===== src/rtl/twsr_slave.sv =====
module twsr_slave #(
  parameter logic [3:0] DEV_TYPE  = 4'b1010,
  parameter logic [7:0] STAT_ADDR = 8'h00,
  parameter logic [7:0] SHUT_ADDR = 8'hFF
) (
  input  logic       clk,
  input  logic       rst_n,
  input  logic       scl_i,
  input  logic       sda_i,
  output logic       sda_oe,
  input  logic [2:0] dev_sel,
  input  logic [2:0] gate_stat,
  output logic [1:0] shut_mode
);

  typedef enum logic [2:0] {
    S_IDLE, S_ADDR, S_WORD, S_WDATA, S_ACK, S_TX, S_MACK, S_WAIT
  } state_t;

  logic [1:0] scl_q, sda_q;
  logic       scl_d, sda_d;
  logic       scl_s, sda_s;
  logic       scl_rise, scl_fall, bus_start, bus_stop;

  state_t     st, nxt;
  logic [2:0] bitcnt;
  logic [6:0] sh;
  logic [7:0] tx, waddr, rd_val, rx_byte;
  logic       give_ack, ack_ph, wel, addr_hit;
  logic [1:0] shut;

  always_ff @(posedge clk or negedge rst_n) begin
    if (!rst_n) begin
      scl_q <= 2'b11;
      sda_q <= 2'b11;
      scl_d <= 1'b1;
      sda_d <= 1'b1;
    end else begin
      scl_q <= {scl_q[0], scl_i};
      sda_q <= {sda_q[0], sda_i};
      scl_d <= scl_q[1];
      sda_d <= sda_q[1];
    end
  end

  assign scl_s     = scl_q[1];
  assign sda_s     = sda_q[1];
  assign scl_rise  = scl_s & ~scl_d;
  assign scl_fall  = ~scl_s & scl_d;
  assign bus_start = scl_s & scl_d & sda_d & ~sda_s;
  assign bus_stop  = scl_s & scl_d & ~sda_d & sda_s;

  assign rx_byte   = {sh, sda_s};
  assign addr_hit  = (rx_byte[7:4] == DEV_TYPE) && (rx_byte[3:1] == dev_sel);
  assign shut_mode = shut;

  always_comb begin
    rd_val = 8'h00;
    if (waddr == STAT_ADDR)      rd_val = {4'b0000, gate_stat, wel};
    else if (waddr == SHUT_ADDR) rd_val = {6'b000000, shut};
  end

  always_ff @(posedge clk or negedge rst_n) begin
    if (!rst_n) begin
      st       <= S_IDLE;
      nxt      <= S_IDLE;
      bitcnt   <= 3'd0;
      sh       <= 7'd0;
      tx       <= 8'd0;
      waddr    <= 8'd0;
      give_ack <= 1'b0;
      ack_ph   <= 1'b0;
      wel      <= 1'b0;
      shut     <= 2'b00;
      sda_oe   <= 1'b0;
    end else if (bus_start) begin
      st     <= S_ADDR;
      bitcnt <= 3'd0;
      sda_oe <= 1'b0;
    end else if (bus_stop) begin
      st     <= S_IDLE;
      sda_oe <= 1'b0;
    end else begin
      case (st)
        S_ADDR, S_WORD, S_WDATA: begin
          if (scl_rise) begin
            sh     <= rx_byte[6:0];
            bitcnt <= bitcnt + 3'd1;
            if (bitcnt == 3'd7) begin
              ack_ph <= 1'b0;
              if (st == S_ADDR) begin
                if (addr_hit) begin
                  give_ack <= 1'b1;
                  st       <= S_ACK;
                  nxt      <= rx_byte[0] ? S_TX : S_WORD;
                end else begin
                  st <= S_WAIT;
                end
              end else if (st == S_WORD) begin
                waddr    <= rx_byte;
                give_ack <= 1'b1;
                st       <= S_ACK;
                nxt      <= S_WDATA;
              end else begin
                st       <= S_ACK;
                nxt      <= S_WAIT;
                give_ack <= (waddr != SHUT_ADDR) || wel;
                if (waddr == STAT_ADDR) begin
                  if (rx_byte == 8'h01)      wel <= 1'b1;
                  else if (rx_byte == 8'h00) wel <= 1'b0;
                end else if (waddr == SHUT_ADDR && wel) begin
                  shut <= rx_byte[1:0];
                end
              end
            end
          end
        end
        S_ACK: begin
          if (scl_fall) begin
            if (!ack_ph) begin
              sda_oe <= give_ack;
              ack_ph <= 1'b1;
            end else begin
              st     <= nxt;
              bitcnt <= 3'd0;
              if (nxt == S_TX) begin
                sda_oe <= ~rd_val[7];
                tx     <= {rd_val[6:0], 1'b0};
              end else begin
                sda_oe <= 1'b0;
              end
            end
          end
        end
        S_TX: begin
          if (scl_fall) begin
            sda_oe <= ~tx[7];
            tx     <= {tx[6:0], 1'b0};
          end
          if (scl_rise) begin
            bitcnt <= bitcnt + 3'd1;
            if (bitcnt == 3'd7) st <= S_MACK;
          end
        end
        S_MACK: begin
          if (scl_fall) begin
            sda_oe <= 1'b0;
            st     <= S_WAIT;
          end
        end
        default: ;
      endcase
    end
  end

endmodule



===== config.mk =====
export PLATFORM = sky130hd
export DESIGN_NAME = twsr_slave
export DESIGN_NICKNAME = d
export VERILOG_FILES = /design/src/rtl/twsr_slave.sv
export SDC_FILE = /design/constraint.sdc
export NUM_CORES = 1
export LEC_CHECK = 0
export BUFFER_PORTS_ARGS = -buffer_cell sky130_fd_sc_hd__buf_2
export CAP_MARGIN = 20
export CORE_UTILIZATION = 30
export CTS_CLUSTER_DIAMETER = 30
export DETAILED_ROUTE_END_ITERATION = 12
export PLACE_DENSITY = 0.53
export REMOVE_ABC_BUFFERS = 1
export SLEW_MARGIN = 25
export SYNTH_ARGS = -nofsm -noshare
export SYNTH_HDL_FRONTEND = slang
export SYNTH_SLANG_ARGS = --single-unit

===== constraint.sdc =====
create_clock -name clk -period 2.6 [get_ports clk]
set_input_delay 0.26 -clock clk [delete_from_list [all_inputs] [get_ports clk]]
set_output_delay 0.26 -clock clk [all_outputs]
set_load 0.02 [all_outputs]

==> results of run 1 <==
[cells in the mapped netlist (all sizes together) (2+ instances only)]
master,instances,area (µm²)
and3,4,25.0
inv,3,11.3
nand2,16,62.6
mux2,23,259
nor4,2,18.8
nand3,4,25.0
xor2,3,26.3
clkbuf,2,7.51
nor2,10,40.0
nor2b,4,25.0
ha,2,25.0
a22o,4,35.0
o21ai,13,65.1
dfrtp,37,926
buf,3,15.0
a21oi,9,45.0
or4,4,30.0
nand4,4,25.0
dfstp,6,158
nor3,2,10.0
a31oi,3,18.8
[flip-flops by register name (all words and copies together), names as in the netlist]
| name | flops |
|---|---|
| scl_d | 1 |
| shut_mode | 2 |
| nxt | 3 |
| ack_ph | 1 |
| sda_d | 1 |
| scl_q | 2 |
| sda_q | 2 |
| sda_oe | 1 |
| sh | 7 |
| give_ack | 1 |
| tx | 7 |
| wel | 1 |
| bitcnt | 3 |
| st | 3 |
| waddr | 8 |
[cell usage in the layout, fill, tap and decap left out, types with 2 or more instances in the layout]
cell	instances
o21ai_0	12
nand2_1	15
nor2b_1	4
dfstp_2	6
nand4_1	4
clkbuf_8	5
a31oi_1	3
buf_2	11
xor2_1	3
a21oi_1	9
dfrtp_1	37
mux2_2	22
ha_1	2
nand3_1	3
inv_1	3
and3_1	4
nor2_1	9
nor3_1	2
or4_1	4
a22o_1	4
buf_4	2
[how the worst min path moves through the flow]
stage                         from       end  slack, ns  cells past startpoint
after global routing         scl_i  scl_q[0]       0.04                      1
after global placement    sda_q[0]  sda_q[1]       0.35                      0
after CTS                    sda_i  sda_q[0]       0.05                      1
after floorplan              rst_n    ack_ph      -0.04                      0
after detailed placement  sda_q[0]  sda_q[1]       0.35                      0
final                        scl_i  scl_q[0]       0.06                      1
[metrics by stage]
step / hold WS, ns / setup WS [ns]
after global routing: 0.0448 / 0.487
final: 0.0608 / 0.647
after detailed placement: 0.348 / 0.663
after CTS: 0.0483 / 0.648
after global placement: 0.346 / 0.638
after floorplan: -0.0356 / 0.873
[layout make-up]
class	count	area, µm²
Inverter	3	11.3
Clock inverter	2	13.8
Sequential cell	43	1080
Timing Repair Buffer	14	80.1
Clock buffer	5	68.8
Fill cell	673	4180
Tap cell	77	96.3
Multi-Input combinational cell	129	923
[power breakdown]
part	total, mW	leakage [nW]	switching, mW	internal, mW
logic	0.454	0.442	0.241	0.213
clock network	0.406	0.0440	0.223	0.184
registers	0.953	0.548	0.162	0.791
total	1.81	1.03	0.626	1.19
[cell families (layout without fill, tap and decap cells)]
| logic type | after synthesis | in the layout | synth area share (%) |
|---|---|---|---|
| buf+inv | 8 | 24 | 1.66 |
| simple gates | 60 | 60 | 17.2 |
| compound gates | 40 | 40 | 12.4 |
| xor+xnor | 4 | 4 | 1.72 |
| flops | 43 | 43 | 53.1 |
| mux | 23 | 23 | 12.7 |
| fa+ha+maj | 2 | 2 | 1.23 |
[layer usage]
layer	vias to the layer above	GRT usage (%)	wire, µm
li1	690	-	-
met1	693	15.6	1880
met2	22	19.7	1810
met3	6	2.75	120
met4	0	4.62	59
met5	-	0	0
[timing repair]
action | CTS | global route
hold buffers | 0 | 1
endpoints found under the hold margin | 0 | 31
resized for setup | 0 | 0
[worst max-delay path, cell delays in order (launching register included)]
cell and delay, ns:
dfrtp_1 0.42, nand4bb_1 0.22, nor4_2 0.38, nor3_1 0.15
nor3b_4 0.31, mux2_2 0.37
==> impl_metrics.ini, run 1 <==
[yosys]
async_flop_share_pct = 100
yosysWarnings = 0
syn_area_um2 = 2040
synth_enable_flop_cells = 0
synth_cell_types = 48
synthCells = 180
ys.flop_type = dfrtp_1
avgSynthCellArea_um2 = 11.3
seq_area_frac_synth_pct = 53.1
ys_ff_latch = 43

[place]
place_area_um2 = 2180
place_congestion = 0.777
dp_hpwl_um = 2750
port_buffers = 12
place_inst = 265

[setup_path]
r2r-start = sh[5]
required_ns = 2.79
reg2reg_slack_ns = 0.65
cp_max_fo = 5
worstSetupEndpoint = give_ack
r2r_end = give_ack
arrival_ns = 2.14
startpoint = sh[5]
r2r_cells = 5
critPathKind = reg2reg
worst_setup_path_end_kind = register
critPathLaunchType = register

[grt]
grt_usage_pct = 12.0
grt_max_degree = 43
antenna_found_initial = 0
grt_pass1_vias = 1413
grt-ovfl-total = 0
grt_pass1_wl_um = 6780

[route]
drc = 0
wl_per_cell_um = 14.2
dr.pass1.iters = 4
vias = 1411
viasPerCell = 5.17
ant_nets = 0
drt-total-wl_um = 3870
drtIter0Drc = 45

[cts]
clock_path_buffers = 2
numCtsBuffers = 5
postCtsSetupRepairBufs = 0
cts_tree = done
insertion_delay_ns = 0.29
path_clk_slew_ns = 0.08
cts_max_level = 2
clock_sinks = 43
cts-root-buf = clkbuf_8

[outcome]
status = finished, final reports clean

[cells_and_area]
fin_util_pct = 35.3
fin_area_um2 = 2280
area_growth_pct = 11.6
fin_nets = 208
diodes = 0
finalNonFillerCells = 273
drive_above_1_share_pct = 28.1

[power_and_ir_drop]
total_leakage_power_nw = 1.03
power.total_mw = 1.81
ir_drop_v = 0.000412
powerDensity_nw_per_um2 = 797

[floorplan]
rows = 29
dieWidth_um = 84.5
core-area_um2 = 6460
io_pins = 13
dieArea_um2 = 7140
start_util_pct = 31.6
die_h_um = 84.5

[sta]
hold_viol_final = 0
setup_tns_ns = 0
skew_ns = 0.0106
max_freq_mhz = 512
slew_violations = 0
fin_crit_ns = 1.95
setup_violations = 0
slew_headroom_pct = 50.4
rsz0062_at_grt = false
period_share_pct = 75.1
worst_pin_slew_ns = 0.739

[job]
maxCapViolations = 0

[hold_path]
hold_path.class = in2reg
Power figures use the tool's default switching activity.
==> run 2: changes to the inputs <==
==> constraint.sdc (replaced) <==
create_clock -name clk -period 2 [get_ports clk]
set_input_delay 0.2 -clock clk [delete_from_list [all_inputs] [get_ports clk]]
set_output_delay 0.2 -clock clk [all_outputs]
set_load 0.02 [all_outputs]
==> run 2 against run 1 <==
  * Via count is 5.2% higher
  * Critical path type unchanged
  * Sequential share of layout area down 2.5 points
  * Critical path depth stayed put
  * Non-clock buffer count rose by 14
==> impl_metrics.ini, run 2 (synthesis results as in run 1) <==
[floorplan]
dieArea_um2 = 7140
io_pins = 13
dieWidth_um = 84.5
start_util_pct = 31.6
die_h_um = 84.5
rows = 29
core-area_um2 = 6460

[setup_path]
cp_max_fo = 5
required_ns = 2.19
cp_top_family = simple AND/OR/NAND/NOR gates
critPathLaunchType = register
crit_chain = xor2_1, nor4_4, nor3_1, nor3b_4, mux2_2
arrival_ns = 2.05
critPathKind = reg2reg
worst_setup_path_end_kind = register
cp_slowest_cell = dfrtp_1
crit_buf_inv = 0
max_stage_delay_ns = 0.45

[sta]
fin_crit_ns = 1.87
period_share_pct = 93.3
rsz0062_at_grt = false
slew_headroom_pct = 69.0
slew_violations = 0
worst_slack_ns = 0.133
max_freq_mhz = 536
fin_hold_ws_ns = 0.304
worst_pin_slew_ns = 0.465
setup_violations = 0
setup_tns_ns = 0
hold_viol_final = 0
skew_ns = 0.00403

[cells_and_area]
fin_nets = 222
nFillCells = 661
diodes = 0
final_cell_mix = dfrtp_1, mux2_2, nand2_1
multi_input_area_um2 = 932
top_regs = waddr x8, sh x7, tx x7
area_growth_pct = 17.9
regArea_um2 = 1080
largest_register_ff_count = 8
regMostFlops = waddr
final_common_cell = dfrtp_1
drive_above_1_share_pct = 31.8

[grt]
grt-ovfl-total = 0
grt_pass1_vias = 1448
grt_max_degree = 18
grt_pass1_wl_um = 7130
grt_usage_pct = 12.7
antenna_found_initial = 0

[route]
vias = 1485
drtIter0Drc = 73
viasPerCell = 5.16
dr.pass1.iters = 4
wl_met2_um = 1890
drc = 0
wl_met1_um = 1980
routed.top_layer = met4
wl_met3_um = 138
drt-total-wl_um = 4090
wl_per_cell_um = 14.2
ant_nets = 0

[job]
maxCapViolations = 0

[cts]
numCtsBuffers = 5
clock_path_buffers = 2
cts-root-buf = clkbuf_8
clock_sinks = 43
cts_max_level = 2
cts_tree = done
insertion_delay_ns = 0.30
path_clk_slew_ns = 0.08

[place]
dp_hpwl_um = 2970
port_buffers = 12
place_congestion = 0.843
dp_slack_ns = 0.0272

[hold_path]
hold_path.class = in2reg

[power_and_ir_drop]
ir_drop_v = 0.000438
total_leakage_power_nw = 1.11
powerDensity_nw_per_um2 = 1050
power.total_mw = 2.52

[outcome]
status = finished, final reports clean
==> run 2: timing repair <==
item,in CTS,in global routing
endpoints found under the setup margin,0,4
hold endpoints to repair,14,0
setup buffers,0,0
resized for setup,0,1
hold buffers,3,0
==> run 2: worst register-to-register path: cells and delay by family (launching register included) <==
kind                      cells  cell delay (ns)
and+or+nand+nor               3             0.76
DFF                           1             0.45
muxes                         1             0.36
xor gates and xnor gates      1             0.19
==> run 2: area by class of cell <==
type	instances	area share (%)
Clock buffer	7	3.59
Clock inverter	1	0.364
Inverter	3	0.468
Multi-Input combinational cell	129	38.7
Sequential cell	43	45.0
Tap cell	77	4.00
Timing Repair Buffer	28	7.80
==> run 2: stage by stage <==
| stage | cells | instance area [µm²] | utilization [%] |
|---|---|---|---|
| 6_report | 288 | 2410 | 37.3 |
| 4_1_cts | 288 | 2400 | 37.1 |
| 2_1_floorplan | 175 | 2020 | - |
| 3_3_place_gp | 277 | 2270 | 35.2 |
| 3_5_place_dp | 277 | 2270 | 35.2 |
| 5_1_grt | 288 | 2410 | 37.3 |
==> run 2: final timing paths <==
kind | to | cells past startpoint | start | slack [ns]
max | nxt[1] | 5 | sh[1] | 0.13
min | tx[3] | 4 | gate_stat[1] | 0.30
max reg2reg | nxt[1] | 5 | sh[1] | 0.13
min reg2reg | sda_q[1] | 0 | sda_q[0] | 0.36
max in group asynchronous | nxt[1] | 3 | rst_n | 1.08
min in group asynchronous | st[0] | 2 | rst_n | 0.35
==> run 2: per-layer routing <==
metal	global-route usage [%]	vias to the layer above
met5	0	-
met4	5.55	0
met2	19.9	24
met1	16.9	733
li1	-	722
met3	3.05	6
==> run 2: report_power, final <==
part	switching, mW	leakage (nW)	internal, mW	total (mW)
Sequential	0.194	0.548	1.03	1.22
Clock	0.307	0.0484	0.283	0.590
Combinational	0.361	0.511	0.349	0.710
==> run 3: changes to the inputs <==
--- a/config.mk
+++ b/config.mk
@@ -7,11 +7,13 @@
 export LEC_CHECK = 0
 export BUFFER_PORTS_ARGS = -buffer_cell sky130_fd_sc_hd__buf_2
 export CAP_MARGIN = 20
+export CORE_ASPECT_RATIO = 1.25
 export CORE_UTILIZATION = 30
 export CTS_CLUSTER_DIAMETER = 30
 export DETAILED_ROUTE_END_ITERATION = 12
 export PLACE_DENSITY = 0.53
 export REMOVE_ABC_BUFFERS = 1
+export SETUP_SLACK_MARGIN = 0.15
 export SLEW_MARGIN = 25
 export SYNTH_ARGS = -nofsm -noshare
 export SYNTH_HDL_FRONTEND = slang
==> run 3 against run 2 <==
  * Count of clock-buffer cells in the layout fell by 2
  * Sequential power barely moved
  * Sequential cell count did not move
  * Combinational power rose by 16%
  * Wire length rose by 1.2%
  * Maximum frequency fell by 0.46%
  * Final cell count rose by 4.5%
  * First-iteration DRC count rose by 2.7%
  * Worst setup slack got worse by 0.0087 ns
  * Clock skew rose by 0.00059 ns
  * Clock power fell by 2%
  * Core utilization rose by 0.58 points
  * Largest power group unchanged
  * Highest routed layer unchanged
==> impl_metrics.ini, run 3 (synthesis results as in run 1) <==
[outcome]
status = finished, final reports clean

[cells_and_area]
area_growth_pct = 21.7
top_regs = waddr x8, sh x7, tx x7
fin_nets = 225
finalNonFillerCells = 301
final_common_cell = dfrtp_1
largest_register_ff_count = 8
diodes = 0
fin_area_um2 = 2480
final_cell_mix = dfrtp_1, mux2_2, buf_4
drive_above_1_share_pct = 36.4
fin_util_pct = 37.8
regMostFlops = waddr

[cts]
clock_sinks = 43
cts_tree = done
numCtsBuffers = 5
path_clk_slew_ns = 0.09
cts-root-buf = clkbuf_8
cts_max_level = 2
clock_path_buffers = 2
insertion_delay_ns = 0.30

[sta]
worst_pin_slew_ns = 0.532
rsz0062_at_grt = true
hold_viol_final = 0
period_share_pct = 93.8
fin_crit_ns = 1.88
skew_ns = 0.00462
setup_violations = 0
max_freq_mhz = 533
setup_tns_ns = 0
slew_violations = 0
slew_headroom_pct = 64.5

[floorplan]
dieWidth_um = 75.8
rows = 33
dieArea_um2 = 7140
die_h_um = 94.2
core-area_um2 = 6570
start_util_pct = 31.1
io_pins = 13

[place]
port_buffers = 12
dp_hpwl_um = 2800
place_congestion = 0.811
place_area_um2 = 2280
place_inst = 286

[grt]
antenna_found_initial = 0
grt_usage_pct = 12.4
grt_pass1_wl_um = 6740
grt_pass1_vias = 1474
grt_max_degree = 44
grt-ovfl-total = 0

[job]
maxCapViolations = 0

[setup_path]
worst_setup_path_end_kind = register
arrival_ns = 2.07
critPathKind = reg2reg
required_ns = 2.19
critPathLaunchType = register
cp_max_fo = 4

[power_and_ir_drop]
powerDensity_nw_per_um2 = 1060
total_leakage_power_nw = 1.13
ir_drop_v = 0.000462

[route]
vias = 1481
viasPerCell = 4.92
drt-total-wl_um = 4140
drc = 0
wl_per_cell_um = 13.7
ant_nets = 0
dr.pass1.iters = 4
drtIter0Drc = 75

[hold_path]
hold_path.class = in2reg
-- run 3: cell count changes in the layout (fill, tap and decap cells not counted), sizes merged --
cell      before  now
inv            3    4
clkinv         1    0
clkbuf         7    5
clkinvlp       0    2
buf           25   28
-- run 3: layer usage --
| layer | track usage, % | vias up | wire [µm] | share of wire, % |
|---|---|---|---|---|
| li1 | - | 729 | - | - |
| met1 | 15.3 | 716 | 1850 | 45 |
| met2 | 21.2 | 30 | 2100 | 51 |
| met3 | 2.90 | 6 | 129 | 3.1 |
| met4 | 3.70 | 0 | 53 | 1.3 |
| met5 | 0 | - | 0 | 0 |
-- run 3: final cells by class --
type                    count  area [µm²]
fillers                   625        4080
flip-flops and latches     43        1080
multi-input cells         129         976
repair buffers             31         210
well taps                  87         109
clock buffers               5        68.8
clock inverters             3        23.8
inverters                   3        11.3
-- run 3: worst paths after layout --
check	slack [ns]	endpoint	from	cells after the start
max	0.12	nxt[2]	sh[5]	5
min	0.29	tx[4]	gate_stat[2]	4
max reg2reg	0.12	nxt[2]	sh[5]	5
min reg2reg	0.36	sda_q[1]	sda_q[0]	0
max in group asynchronous	1.11	st[0]	rst_n	3
min in group asynchronous	0.50	tx[3]	rst_n	3
-- run 3: worst max-delay path, cell delays in order (launching register included) --
cell       delay (ns)
dfrtp_1          0.42
nand4bb_4        0.25
nor4_4           0.34
nor3_2           0.10
nor3b_4          0.29
mux2_2           0.37
-- run 3: repair_timing --
action / CTS / global route
setup buffers: 2 / 2
gates resized for setup: 1 / 8
pin swaps: 2 / 3
setup endpoints to repair: 12 / 18
endpoints found under the hold margin: 39 / 0
hold buffers: 3 / 0
-- run 3: metrics by stage --
step	power (mW)	hold WS [ns]	setup WS, ns
2_1_floorplan	1.66	-0.0956	0.273
3_3_place_gp	1.94	0.305	0.0960
3_5_place_dp	1.94	0.307	0.0684
4_1_cts	2.55	0.289	0.157
5_1_grt	2.80	0.315	0.0269
6_report	2.62	0.293	0.125
-- run 3: where the power goes --
part / switching, mW / internal, mW
Combinational: 0.416 / 0.407
Clock: 0.329 / 0.250
Sequential: 0.190 / 1.03
